--- src/rtl/cfg_dec_pkg.sv ---
package cfg_dec_pkg;
  localparam int unsigned DW = 32;

  typedef enum logic [1:0] {
    RSP_NONE,
    RSP_LATCH,
    RSP_HIT,
    RSP_MISS
  } rsp_kind_e;

  typedef struct packed {
    logic       en;
    logic [7:0] bus;
    logic [4:0] dev;
    logic [2:0] func;
    logic [5:0] dw_idx;
  } cfg_addr_t;

  function automatic logic [DW-1:0] len_mask(input logic [1:0] len);
    case (len)
      2'd0:    len_mask = 32'h0000_00FF;
      2'd1:    len_mask = 32'h0000_FFFF;
      default: len_mask = 32'hFFFF_FFFF;
    endcase
  endfunction
endpackage

--- src/rtl/cfg_addr_latch.sv ---
module cfg_addr_latch
  import cfg_dec_pkg::*;
(
  input  logic          clk_i,
  input  logic          rst_ni,
  input  logic          wr_i,
  input  logic [DW-1:0] wdata_i,
  output logic [DW-1:0] q_o,
  output cfg_addr_t     fld_o
);
  logic [DW-1:0] q;

  always_ff @(posedge clk_i or negedge rst_ni) begin
    if (!rst_ni)   q <= '0;
    else if (wr_i) q <= wdata_i;
  end

  assign q_o           = q;
  assign fld_o.en      = q[31];
  assign fld_o.bus     = q[23:16];
  assign fld_o.dev     = q[15:11];
  assign fld_o.func    = q[10:8];
  assign fld_o.dw_idx  = q[7:2];
endmodule

--- src/rtl/cfg_slot_route.sv ---
module cfg_slot_route
  import cfg_dec_pkg::*;
#(
  parameter int unsigned NUM_BUS = 2,
  parameter int unsigned NUM_DEV = 4,
  localparam int unsigned NSLOT  = NUM_BUS * NUM_DEV
) (
  input  cfg_addr_t        fld_i,
  input  logic [NSLOT-1:0] present_i,
  output logic [NSLOT-1:0] sel_o,
  output logic             hit_o
);
  // Out-of-range bus/dev values never match any generated slot.
  for (genvar b = 0; b < NUM_BUS; b++) begin : g_bus
    for (genvar d = 0; d < NUM_DEV; d++) begin : g_dev
      localparam int unsigned IDX = b * NUM_DEV + d;
      assign sel_o[IDX] = fld_i.en && present_i[IDX]
                       && (fld_i.bus == 8'(b)) && (fld_i.dev == 5'(d));
    end
  end

  assign hit_o = |sel_o;
endmodule

--- src/rtl/cfg_read_mux.sv ---
module cfg_read_mux
  import cfg_dec_pkg::*;
#(
  parameter int unsigned NSLOT = 8
) (
  input  logic [NSLOT-1:0]    sel_i,
  input  logic [NSLOT*DW-1:0] rdata_i,
  input  logic [1:0]          len_i,
  output logic [DW-1:0]       rdata_o
);
  logic [DW-1:0] acc;

  always_comb begin
    acc = '0;
    for (int i = 0; i < NSLOT; i++) begin
      if (sel_i[i]) acc = acc | rdata_i[i*DW +: DW];
    end
  end

  assign rdata_o = acc & len_mask(len_i);
endmodule

--- src/rtl/cfg_port_decoder.sv ---
module cfg_port_decoder
  import cfg_dec_pkg::*;
#(
  parameter int unsigned NUM_BUS = 2,
  parameter int unsigned NUM_DEV = 4,
  localparam int unsigned NSLOT  = NUM_BUS * NUM_DEV
) (
  input  logic                clk_i,
  input  logic                rst_ni,
  input  logic                io_valid_i,
  input  logic                io_write_i,
  input  logic [2:0]          io_port_i,
  input  logic [1:0]          io_len_i,
  input  logic [DW-1:0]       io_wdata_i,
  output logic [DW-1:0]       io_rdata_o,
  output logic                io_rvalid_o,
  input  logic [NSLOT-1:0]    slot_present_i,
  output logic [NSLOT-1:0]    slot_sel_o,
  output logic                slot_we_o,
  output logic [7:0]          slot_off_o,
  output logic [2:0]          slot_func_o,
  output logic [1:0]          slot_len_o,
  output logic [DW-1:0]       slot_wdata_o,
  input  logic [NSLOT*DW-1:0] slot_rdata_i
);
  logic          req_lat, req_dat;
  logic [DW-1:0] latch_q;
  cfg_addr_t     fld;
  logic [NSLOT-1:0] sel_c;
  logic          hit_c;
  logic [DW-1:0] mux_rd;

  rsp_kind_e        kind_q;
  logic [NSLOT-1:0] sel_q;
  logic             we_q;
  logic [7:0]       off_q;
  logic [2:0]       func_q;
  logic [1:0]       len_q;
  logic [DW-1:0]    wdata_q;
  logic [DW-1:0]    rdata_q;
  logic             rvalid_q;

  assign req_lat = io_valid_i && !io_port_i[2];
  assign req_dat = io_valid_i &&  io_port_i[2];

  cfg_addr_latch u_latch (
    .clk_i   (clk_i),
    .rst_ni  (rst_ni),
    .wr_i    (req_lat && io_write_i),
    .wdata_i (io_wdata_i),
    .q_o     (latch_q),
    .fld_o   (fld)
  );

  cfg_slot_route #(
    .NUM_BUS (NUM_BUS),
    .NUM_DEV (NUM_DEV)
  ) u_route (
    .fld_i     (fld),
    .present_i (slot_present_i),
    .sel_o     (sel_c),
    .hit_o     (hit_c)
  );

  // Stage 1: slot access cycle.
  always_ff @(posedge clk_i or negedge rst_ni) begin
    if (!rst_ni) begin
      kind_q  <= RSP_NONE;
      sel_q   <= '0;
      we_q    <= 1'b0;
      off_q   <= '0;
      func_q  <= '0;
      len_q   <= '0;
      wdata_q <= '0;
    end else begin
      sel_q <= req_dat ? sel_c : '0;
      if (!io_valid_i || io_write_i) kind_q <= RSP_NONE;
      else if (!io_port_i[2])        kind_q <= RSP_LATCH;
      else if (hit_c)                kind_q <= RSP_HIT;
      else                           kind_q <= RSP_MISS;
      if (req_dat) begin
        we_q    <= io_write_i;
        off_q   <= {fld.dw_idx, io_port_i[1:0]};
        func_q  <= fld.func;
        len_q   <= io_len_i;
        wdata_q <= io_wdata_i;
      end
    end
  end

  cfg_read_mux #(
    .NSLOT (NSLOT)
  ) u_rmux (
    .sel_i   (sel_q),
    .rdata_i (slot_rdata_i),
    .len_i   (len_q),
    .rdata_o (mux_rd)
  );

  // Stage 2: host response.
  always_ff @(posedge clk_i or negedge rst_ni) begin
    if (!rst_ni) begin
      rvalid_q <= 1'b0;
      rdata_q  <= '0;
    end else begin
      rvalid_q <= (kind_q != RSP_NONE);
      case (kind_q)
        RSP_LATCH: rdata_q <= latch_q;
        RSP_HIT:   rdata_q <= mux_rd;
        RSP_MISS:  rdata_q <= '1;
        default:   rdata_q <= rdata_q;
      endcase
    end
  end

  assign slot_sel_o   = sel_q;
  assign slot_we_o    = we_q;
  assign slot_off_o   = off_q;
  assign slot_func_o  = func_q;
  assign slot_len_o   = len_q;
  assign slot_wdata_o = wdata_q;
  assign io_rdata_o   = rdata_q;
  assign io_rvalid_o  = rvalid_q;
endmodule

--- config.mk ---
export PLATFORM = sky130hd
export DESIGN_NAME = cfg_port_decoder
export DESIGN_NICKNAME = d
export VERILOG_FILES = /design/src/rtl/cfg_dec_pkg.sv /design/src/rtl/cfg_addr_latch.sv /design/src/rtl/cfg_slot_route.sv /design/src/rtl/cfg_read_mux.sv /design/src/rtl/cfg_port_decoder.sv
export SDC_FILE = /design/constraint.sdc
export NUM_CORES = 1
export LEC_CHECK = 0
export BUFFER_PORTS_ARGS = -buffer_cell sky130_fd_sc_hd__buf_2
export CORE_AREA = 8 8 146 148
export CTS_CLUSTER_SIZE = 20
export DETAILED_ROUTE_END_ITERATION = 6
export DIE_AREA = 0 0 154 156
export GPL_TIMING_DRIVEN = 0
export PLACE_DENSITY = 0.7
export SLEW_MARGIN = 20
export SYNTH_ARGS = -nofsm -noshare
export SYNTH_HDL_FRONTEND = slang
export SYNTH_SLANG_ARGS = --single-unit
--- constraint.sdc ---
create_clock -name clk_i -period 1.9 [get_ports clk_i]
set_input_delay 0.285 -clock clk_i [delete_from_list [all_inputs] [get_ports clk_i]]
set_output_delay 0.285 -clock clk_i [all_outputs]
set_load 0.05 [all_outputs]
* After elaboration in Yosys (flattened, before gate mapping) *
Cells that the tools add are included.

word-level totals
  register bits after elaboration = 121
  latch bits = 0
  memory bits (writable) = 0
  ROM bits = 0
  memories = 0

operators by class
  $add $sub $neg = 0
  multipliers = 0
  divide/modulo/power cells = 0
  magnitude comparators = 0
  eq/ne operators = 8
  shift-type cells = 0
  muxes and demuxes = 14
  bitwise logic cells = 8
  reductions and logical operators = 36

operator list
  operator              number
  $mux W32              8
  $or A32 B32 Y32       7
  $pmux W32 S3          1
  $pmux W32 S2          1
  $and A32 B32 Y32      1
  $logic_and A1 B1 Y1   27
  $eq A5 B2 Y1 const B  2
  $eq A8 B1 Y1 const B  1
  $logic_not A8 Y1      1
  $mux W8               1
  $reduce_or A8 Y1      1
  $eq A5 B1 Y1 const B  1
  $logic_not A5 Y1      1
  $eq A2 B1 Y1 const B  2
  $eq A2 B2 Y1 const B  2
  $mux W2               2
  $reduce_bool A3 Y1    1
  $logic_not A1 Y1      2
  $logic_not A2 Y1      1
  $reduce_bool A2 Y1    1
  $logic_or A1 B1 Y1    1
  $mux W1               1

* Longest topological paths before layout *
Gate-level depths: netlist of the first run.

  depth after elaboration = 17
  depth in mapped cells = 6
  depth with buffers taken out = 4

* Hierarchy *
Synthesis of the first run repeated with hierarchy kept, for this count alone.

second synthesis, totals
  cell total of the unflattened synthesis = 542
  area, all modules = 6850.3 µm²

by module, submodules not included
  module            times used  cells an instance  area each (µm²)  seq. area each (µm²)
  cfg_port_decoder  1           231                3708.6           2227.1
  cfg_addr_latch    1           91                 1517.7           800.8
  cfg_read_mux      1           187                1371.3           0.0
  cfg_slot_route    1           33                 252.7            0.0

* Worst setup path after synthesis of the first run *
Ideal clock, no wire load.

  path type = reg-to-reg
  start point = register sel_q[1] (netlist: slot_sel_o[1])
  end point = register rdata_q[20] (netlist: io_rdata_o[20])
  arrival time = 1595 ps
  required time = 1774 ps
  setup slack = 179 ps
  stages on the path, launching flop included = 6
  path through = dfrtp_1 -> buf_6 -> a22o_1 -> a221oi_2 -> a31oi_1 -> o32a_1

between the ends
  cells in the longest elaborated chain, start to end = 15

RTL lines
  item                    line                     text
  from (decl)             cfg_port_decoder.sv:34   logic [NSLOT-1:0] sel_q;
  from (signal assigned)  cfg_port_decoder.sv:76   sel_q <= req_dat ? sel_c : '0;
  $mux W32 (*)            cfg_read_mux.sv:16       if (sel_i[i]) acc = acc | rdata_i[i*DW +: DW];
  $or A32 B32 Y32         cfg_read_mux.sv:16
  $mux W32 (*)            cfg_read_mux.sv:16
  $or A32 B32 Y32         cfg_read_mux.sv:16
  $mux W32 (*)            cfg_read_mux.sv:16
  $or A32 B32 Y32         cfg_read_mux.sv:16
  $mux W32 (*)            cfg_read_mux.sv:16
  $or A32 B32 Y32         cfg_read_mux.sv:16
  $mux W32 (*)            cfg_read_mux.sv:16
  $or A32 B32 Y32         cfg_read_mux.sv:16
  $mux W32 (*)            cfg_read_mux.sv:16
  $or A32 B32 Y32         cfg_read_mux.sv:16
  $mux W32 (*)            cfg_read_mux.sv:16
  $and A32 B32 Y32 (*)    cfg_read_mux.sv:20       assign rdata_o = acc & len_mask(len_i);
  $pmux W32 S3 (*)        cfg_port_decoder.sv:107  case (kind_q)
  to (signal assigned)    cfg_port_decoder.sv:108  RSP_LATCH: rdata_q <= latch_q;
  to (signal assigned)    cfg_port_decoder.sv:109  RSP_HIT: rdata_q <= mux_rd;
  to (signal assigned)    cfg_port_decoder.sv:111  default: rdata_q <= rdata_q;
  to (decl)               cfg_port_decoder.sv:40   logic [DW-1:0] rdata_q;

Every way passes the cells marked *; elsewhere a longest branch is shown, timed or not.
A chain may end at the register's enable or synchronous reset.

* Worst setup path after layout of the first run *
  start point = register sel_q[2] (netlist: slot_sel_o[2])
  end point = register rdata_q[20] (netlist: io_rdata_o[20])

between the ends
  cells in the longest elaborated chain, start to end = 13

RTL lines
  item                  line
  $mux W32 (*)          cfg_read_mux.sv:16
  $or A32 B32 Y32       cfg_read_mux.sv:16
  $mux W32 (*)          cfg_read_mux.sv:16
  $or A32 B32 Y32       cfg_read_mux.sv:16
  $mux W32 (*)          cfg_read_mux.sv:16
  $or A32 B32 Y32       cfg_read_mux.sv:16
  $mux W32 (*)          cfg_read_mux.sv:16
  $or A32 B32 Y32       cfg_read_mux.sv:16
  $mux W32 (*)          cfg_read_mux.sv:16
  $or A32 B32 Y32       cfg_read_mux.sv:16
  $mux W32 (*)          cfg_read_mux.sv:16
  $and A32 B32 Y32 (*)  cfg_read_mux.sv:20
  $pmux W32 S3 (*)      cfg_port_decoder.sv:107

Marked as above.

==> results of run 1 <==
## worst paths after layout
path	endpoint	from	cells past startpoint
max	io_rdata_o[20]	slot_sel_o[2]	5
min	slot_off_o[0]	io_port_i[0]	2
max reg2reg	io_rdata_o[20]	slot_sel_o[2]	5
min reg2reg	io_rdata_o[13]	io_rdata_o[13]	2
max in group asynchronous	io_rdata_o[20]	rst_ni	3
min in group asynchronous	slot_wdata_o[7]	rst_ni	2
## timing repair
item / 4_1_cts / 5_1_grt
endpoints found under the hold margin: 44 / 0
hold buffers: 1 / 0
resized for setup: 16 / 13
endpoints found under the setup margin: 22 / 14
## layout make-up
type / count / area [um^2] / area share (%)
diodes: 1 / 2.50 / 0.0273
plain buffers: 48 / 280 / 3.06
clock buffers: 19 / 443 / 4.83
clock inverters: 13 / 136 / 1.49
inverters: 4 / 15.0 / 0.164
multi-input cells: 351 / 2970 / 32.3
flip-flops and latches: 121 / 3030 / 33.0
well taps: 238 / 298 / 3.25
repair buffers: 393 / 2000 / 21.8
## state kept, by name, summed over array words and instances (netlist names)
name          cells
slot_we_o         1
slot_len_o        2
io_rvalid_o       1
slot_sel_o        8
slot_wdata_o     32
io_rdata_o       32
slot_off_o        8
u_latch.q_o      32
kind_q            2
slot_func_o       3
## kinds of logic (layout without fill, tap and decap cells)
kind of cell / Yosys count / count (layout)
simple gates: 81 / 81
other cells: 0 / 1
flops: 121 / 121
compound gates: 189 / 189
mux: 81 / 81
buf+inv: 52 / 477
## power breakdown
group / switching [mW] / total, mW / internal, mW
clock: 1.30 / 3.17 / 1.87
combinational: 1.74 / 2.60 / 0.860
sequential: 0.276 / 3.28 / 3.01
## synthesized netlist by cell type (2+ instances only)
| master | count |
|---|---|
| a221oi_1 | 19 |
| a221oi_2 | 5 |
| a22o_1 | 16 |
| a22oi_1 | 88 |
| a31oi_1 | 17 |
| a41o_1 | 5 |
| a41oi_1 | 3 |
| and3_1 | 6 |
| and4_1 | 3 |
| buf_2 | 25 |
| buf_6 | 5 |
| clkbuf_1 | 17 |
| dfrtp_1 | 121 |
| inv_1 | 4 |
| mux2_2 | 79 |
| mux2i_1 | 2 |
| nand2_1 | 15 |
| nand2b_1 | 2 |
| nand3_1 | 6 |
| nand4_1 | 9 |
| nor2_1 | 11 |
| nor2b_1 | 21 |
| nor3_1 | 4 |
| o21ai_0 | 5 |
| o311a_1 | 8 |
| o32a_1 | 19 |
## per-stage QoR
step,setup slack [ps],hold slack (ps),setup TNS [ps],cells,util [%]
after floorplan,179,-10.6,0,524,-
after global placement,-1110,473,-133850,1153,44.3
after detailed placement,-515,247,-2780,1154,44.5
after CTS,-7.62,75.9,-7.62,1187,47.9
after global routing,-15.7,86.0,-15.7,1187,48.1
final,31.3,94.7,0,1188,48.1
## per-layer routing
layer,routed length (um),global-route usage [%]
met1,12700,29.8
met2,17400,49.8
met3,2890,8.45
met4,833,9.61
met5,16,0
==> run_results.csv, run 1 <==
group,metric,value,unit
critical_path,path_max_fanout,10,
detailed_routing,dr.pass1.iters,5,
synthesis,synth_area_leaders,"dfrtp_1, mux2_2, a22oi_1",
synthesis,synth_top_area_share,48.9,%
detailed_routing,wire_per_inst,28.5,um
pwr,pwr_density_cell,987,mW/mm^2
timing,maxSlewViolCount,0,
timing,slew_headroom,41.5,%
pwr,ir_drop,0.564,mV
detailed_routing,drc,0,
global_route,grt_pass1_vias,7413,
floorplan,die_h,156,um
synthesis,yosysUniqueCellTypes,35,
synthesis,synth_xor_area_share,0,%
synthesis,ys_warn_count,0,
detailed_routing,routed_wl,33.8,mm
floorplan,ios,392,
floorplan,initial_core_util,32.5,%
floorplan,num_rows,51,
run,drv_cap,0,
clocking,insertion_delay,420,ps
clocking,numClockSinks,121,
layout,layout_commonest_cell,"buf_2",
synthesis,synth_edf_count,0,
placed_design,portBuffers,391,
critical_path,critical_path.cell_chain,"buf_6, clkbuf_4, a22oi_1, a31oi_2, o32a_1",
critical_path,regToRegSetupSlack,30,ps
outcome,outcome,"completed",
critical_path,criticalPathCategory,"register to register",
timing,worst_pin_slew,878,ps
clocking,cts-htree-levels,4,
critical_path,cp.buffers_inverters,2,
synthesis,synth_area_leader_cell,"dfrtp_1",
timing,finalHoldViolations,0,
global_route,grt_usage,27.5,%
global_route,antenna_found_initial,3,
synthesis,async_flop_share,100,%
synthesis,muxShareOfSynthArea,14.7,%
placed_design,gp_congestion,0.939,
critical_path,cp_slowest_stage_delay,450,ps
timing,final.min_clock_period,1870,ps
critical_path,worst_setup_path_start_kind,"register",
global_route,grt_pass1_wl,48.3,mm
layout,fillCellCount,1791,
layout,final_cell_mix,"buf_2, dfrtp_1, a22oi_1",
synthesis,syn_inst,524,
synthesis,ys.flop_type,"dfrtp_1",
layout,final_area,0.00917,mm^2
synthesis,synth_top_family_by_area,"compound AO/OA/AOI/OAI gates",
synthesis,synth-compound-area-share,25.0,%
layout,nets,1241,
synthesis,synth-simple-area-share,7.11,%
synthesis,synth-seq-cells,121,
synthesis,synth_seq_area_share,48.9,%
floorplan,dieArea,0.0240,mm^2
clocking,tritoncts,"done",
clocking,postCtsSetupBuffers,0,
placed_design,placed_area,0.00849,mm^2
detailed_routing,drtAntennaViolNets,0,
floorplan,die_w,154,um
hold_path,hold_path_class,"input pin to register",
placed_design,place_hpwl,26.6,mm
critical_path,worstPathRequired,2180,ps
timing,setup_viol,0,
synthesis,avgSynthCellArea,11.8,um^2
global_route,grt_start_max_net_pins,78,
floorplan,core,0.0191,mm^2
detailed_routing,num_vias,6796,
clocking,path_clk_slew,60,ps
pwr,leakage,4.27,nW
critical_path,cp_slowest_cell,"dfrtp_1",
timing,finalCritPeriodShare,98.4,%
synthesis,netlist_area,0.00620,mm^2
detailed_routing,drt_iter0_drc,497,
critical_path,critical-path-top-delay-family,"compound AO/OA/AOI/OAI gates",
pwr,finalPower,9.05,mW
synthesis,synth_fp_nets,829,
timing,timing.fmax,535,MHz
layout,drive_above_1_share,58.7,%
layout,syn_to_final_growth,48.0,%
critical_path,crit_arrival,2150,ps
global_route,grt_overflow_total,0,
detailed_routing,vias_per_cell,5.72,
critical_path,end_kind,"register",
synthesis,synth_fa_ha_area_share,0,%
timing,finClkSkew,10.5,ps
clocking,cts_buffers,17,
clocking,cts-root-buf,"clkbuf_16",
clocking,clockBufferDepth,2,
Power figures use the tool's default switching activity.
==> run 2: changes to the inputs <==
--- a/config.mk
+++ b/config.mk
@@ -10,7 +10,7 @@
 export CTS_CLUSTER_SIZE = 20
 export DETAILED_ROUTE_END_ITERATION = 6
 export DIE_AREA = 0 0 154 156
-export GPL_TIMING_DRIVEN = 0
+export GPL_TIMING_DRIVEN = 1
 export PLACE_DENSITY = 0.7
 export SLEW_MARGIN = 20
 export SYNTH_ARGS = -nofsm -noshare
==> run 2 against run 1 <==
Die area unchanged. Combinational power barely moved. Via count down 1.2%. Worst hold slack got worse by 2.6 ps. Non-clock buffer count is 14 lower. Global-route usage is 2.0 points lower. Largest cell class unchanged.
==> run_results.csv, run 2 (synthesis gave the netlist of run 1 again) <==
group,metric,value,unit
clocking,clockBufferDepth,2,
clocking,numClockSinks,121,
clocking,tritoncts,"done",
critical_path,cp.buffers_inverters,2,
global_route,grt_overflow_total,0,
timing,slew_headroom,61.7,%
timing,maxSlewViolCount,0,
layout,final_area,0.00911,mm^2
timing,finalHoldViolations,0,
floorplan,dieArea,0.0240,mm^2
critical_path,critical-path-top-delay-family,"buffers and inverters",
critical_path,end_kind,"output pin",
layout,fillCellCount,1829,
placed_design,gp_congestion,0.951,
timing,final.min_clock_period,1810,ps
timing,setup_tns,0,ps
floorplan,core,0.0191,mm^2
floorplan,die_h,156,um
hold_path,hold_path_class,"input pin to register",
critical_path,crit_arrival,1530,ps
clocking,cts-root-buf,"clkbuf_16",
detailed_routing,wire_per_inst,26.6,um
critical_path,worst_setup_path_start_kind,"register",
pwr,ir_drop,0.566,mV
global_route,grt_start_max_net_pins,49,
layout,nets,1227,
detailed_routing,dr.pass1.iters,7,
timing,fin_ws,86.8,ps
detailed_routing,routed_wl,31.3,mm
detailed_routing,drtAntennaViolNets,0,
timing,setup_viol,0,
critical_path,critical_path.cell_chain,"buf_4, buf_2",
layout,instances_no_fill,1177,
timing,finClkSkew,9.39,ps
detailed_routing,vias_per_cell,5.71,
global_route,grt_pass1_vias,7335,
placed_design,portBuffers,391,
global_route,antenna_found_initial,7,
clocking,insertion_delay,420,ps
detailed_routing,drt_iter0_drc,424,
floorplan,ios,392,
clocking,path_clk_slew,60,ps
pwr,pwr_density_cell,993,mW/mm^2
placed_design,dp_cells,1140,
outcome,outcome,"completed",
run,drv_cap,0,
layout,layout_commonest_cell,"buf_2",
timing,timing.fmax,552,MHz
placed_design,place_hpwl,25.4,mm
timing,rsz0062_at_grt,"false",
clocking,cts_buffers,17,
critical_path,regToRegSetupSlack,180,ps
global_route,grt_usage,25.5,%
timing,worst_pin_slew,575,ps
detailed_routing,drc,0,
clocking,cts-htree-levels,4,
placed_design,dp_slack,8.67,ps
floorplan,initial_core_util,32.5,%
critical_path,cp_slowest_cell,"dfrtp_1",
critical_path,cp_slowest_stage_delay,440,ps
layout,final_cell_mix,"buf_2, dfrtp_1, a22oi_1",
timing,finalCritPeriodShare,95.4,%
critical_path,criticalPathCategory,"register to output pin",
placed_design,placed_area,0.00851,mm^2
layout,syn_to_final_growth,47.0,%
critical_path,path_max_fanout,19,
pwr,leakage,4.24,nW
floorplan,die_w,154,um
detailed_routing,num_vias,6715,
layout,drive_above_1_share,58.3,%
critical_path,worstPathRequired,1620,ps
global_route,grt_pass1_wl,45.9,mm
floorplan,num_rows,51,
[run 2: changes by cell type in the layout (fill, tap and decap cells not counted), moves of 3 or more]
| cell | before | now |
|---|---|---|
| buf_4 | 2 | 31 |
| a31oi_2 | 3 | 0 |
| a31oi_1 | 14 | 17 |
| clkbuf_4 | 7 | 0 |
| a221oi_1 | 14 | 18 |
| buf_2 | 409 | 390 |
| buf_12 | 0 | 3 |
| diode_2 | 1 | 4 |
| buf_6 | 6 | 2 |
| clkbuf_2 | 4 | 0 |
| a221oi_2 | 10 | 6 |
| clkbuf_1 | 12 | 1 |
[run 2: area by class of cell]
class                           instances  area (um^2)  area share (%)
Sequential cell                       121         3030            33.3
Inverter                                4         15.0           0.165
Timing Repair Buffer                  427         2280            25.0
Multi-Input combinational cell        351         2910            31.9
Antenna cell                            4         10.0           0.110
Tap cell                              238          298            3.27
Clock buffer                           18          429            4.71
Clock inverter                         14          140            1.54
[run 2: final timing paths]
| path | startpoint | endpoint | depth (start not counted) |
|---|---|---|---|
| hold / removal | io_port_i[0] | slot_off_o[0] | 2 |
| min in group asynchronous | rst_ni | io_rdata_o[7] | 2 |
| setup / recovery | slot_sel_o[3] | slot_sel_o[3] | 2 |
| setup reg to reg | slot_sel_o[7] | io_rdata_o[23] | 5 |
| hold reg to reg | io_rdata_o[8] | io_rdata_o[8] | 2 |
| max in group asynchronous | rst_ni | u_latch.q_o[19] | 3 |
[run 2: report_power, final]
| group | internal (mW) | switching [mW] |
|---|---|---|
| Clock | 1.83 | 1.30 |
| Combinational | 0.863 | 1.72 |
| Sequential | 3.01 | 0.323 |
[run 2: repair_timing]
action | in CTS | in global routing
gates resized for setup | 1 | 1
hold buffers | 1 | 0
setup buffers | 0 | 0
endpoints found under the setup margin | 1 | 1
endpoints found under the hold margin | 32 | 0
[run 2: stage by stage]
stage / hold WS [ps] / power (mW) / util, %
finish: 92.1 / 9.04 / 47.7
global route: 68.7 / 9.41 / 47.7
CTS: 75.7 / 9.14 / 47.7
detailed placement: 208 / 5.99 / 44.6
global placement: 205 / 5.95 / 44.6
floorplan: -10.6 / 4.92 / -
[run 2: routing by layer]
layer	GRT usage, %	vias to the layer above	share of wire [%]
met3	8.17	59	8.9
met4	10.2	2	2.9
met2	45.5	436	51
li1	-	2914	-
met1	27.4	3304	37
met5	0	-	0.032
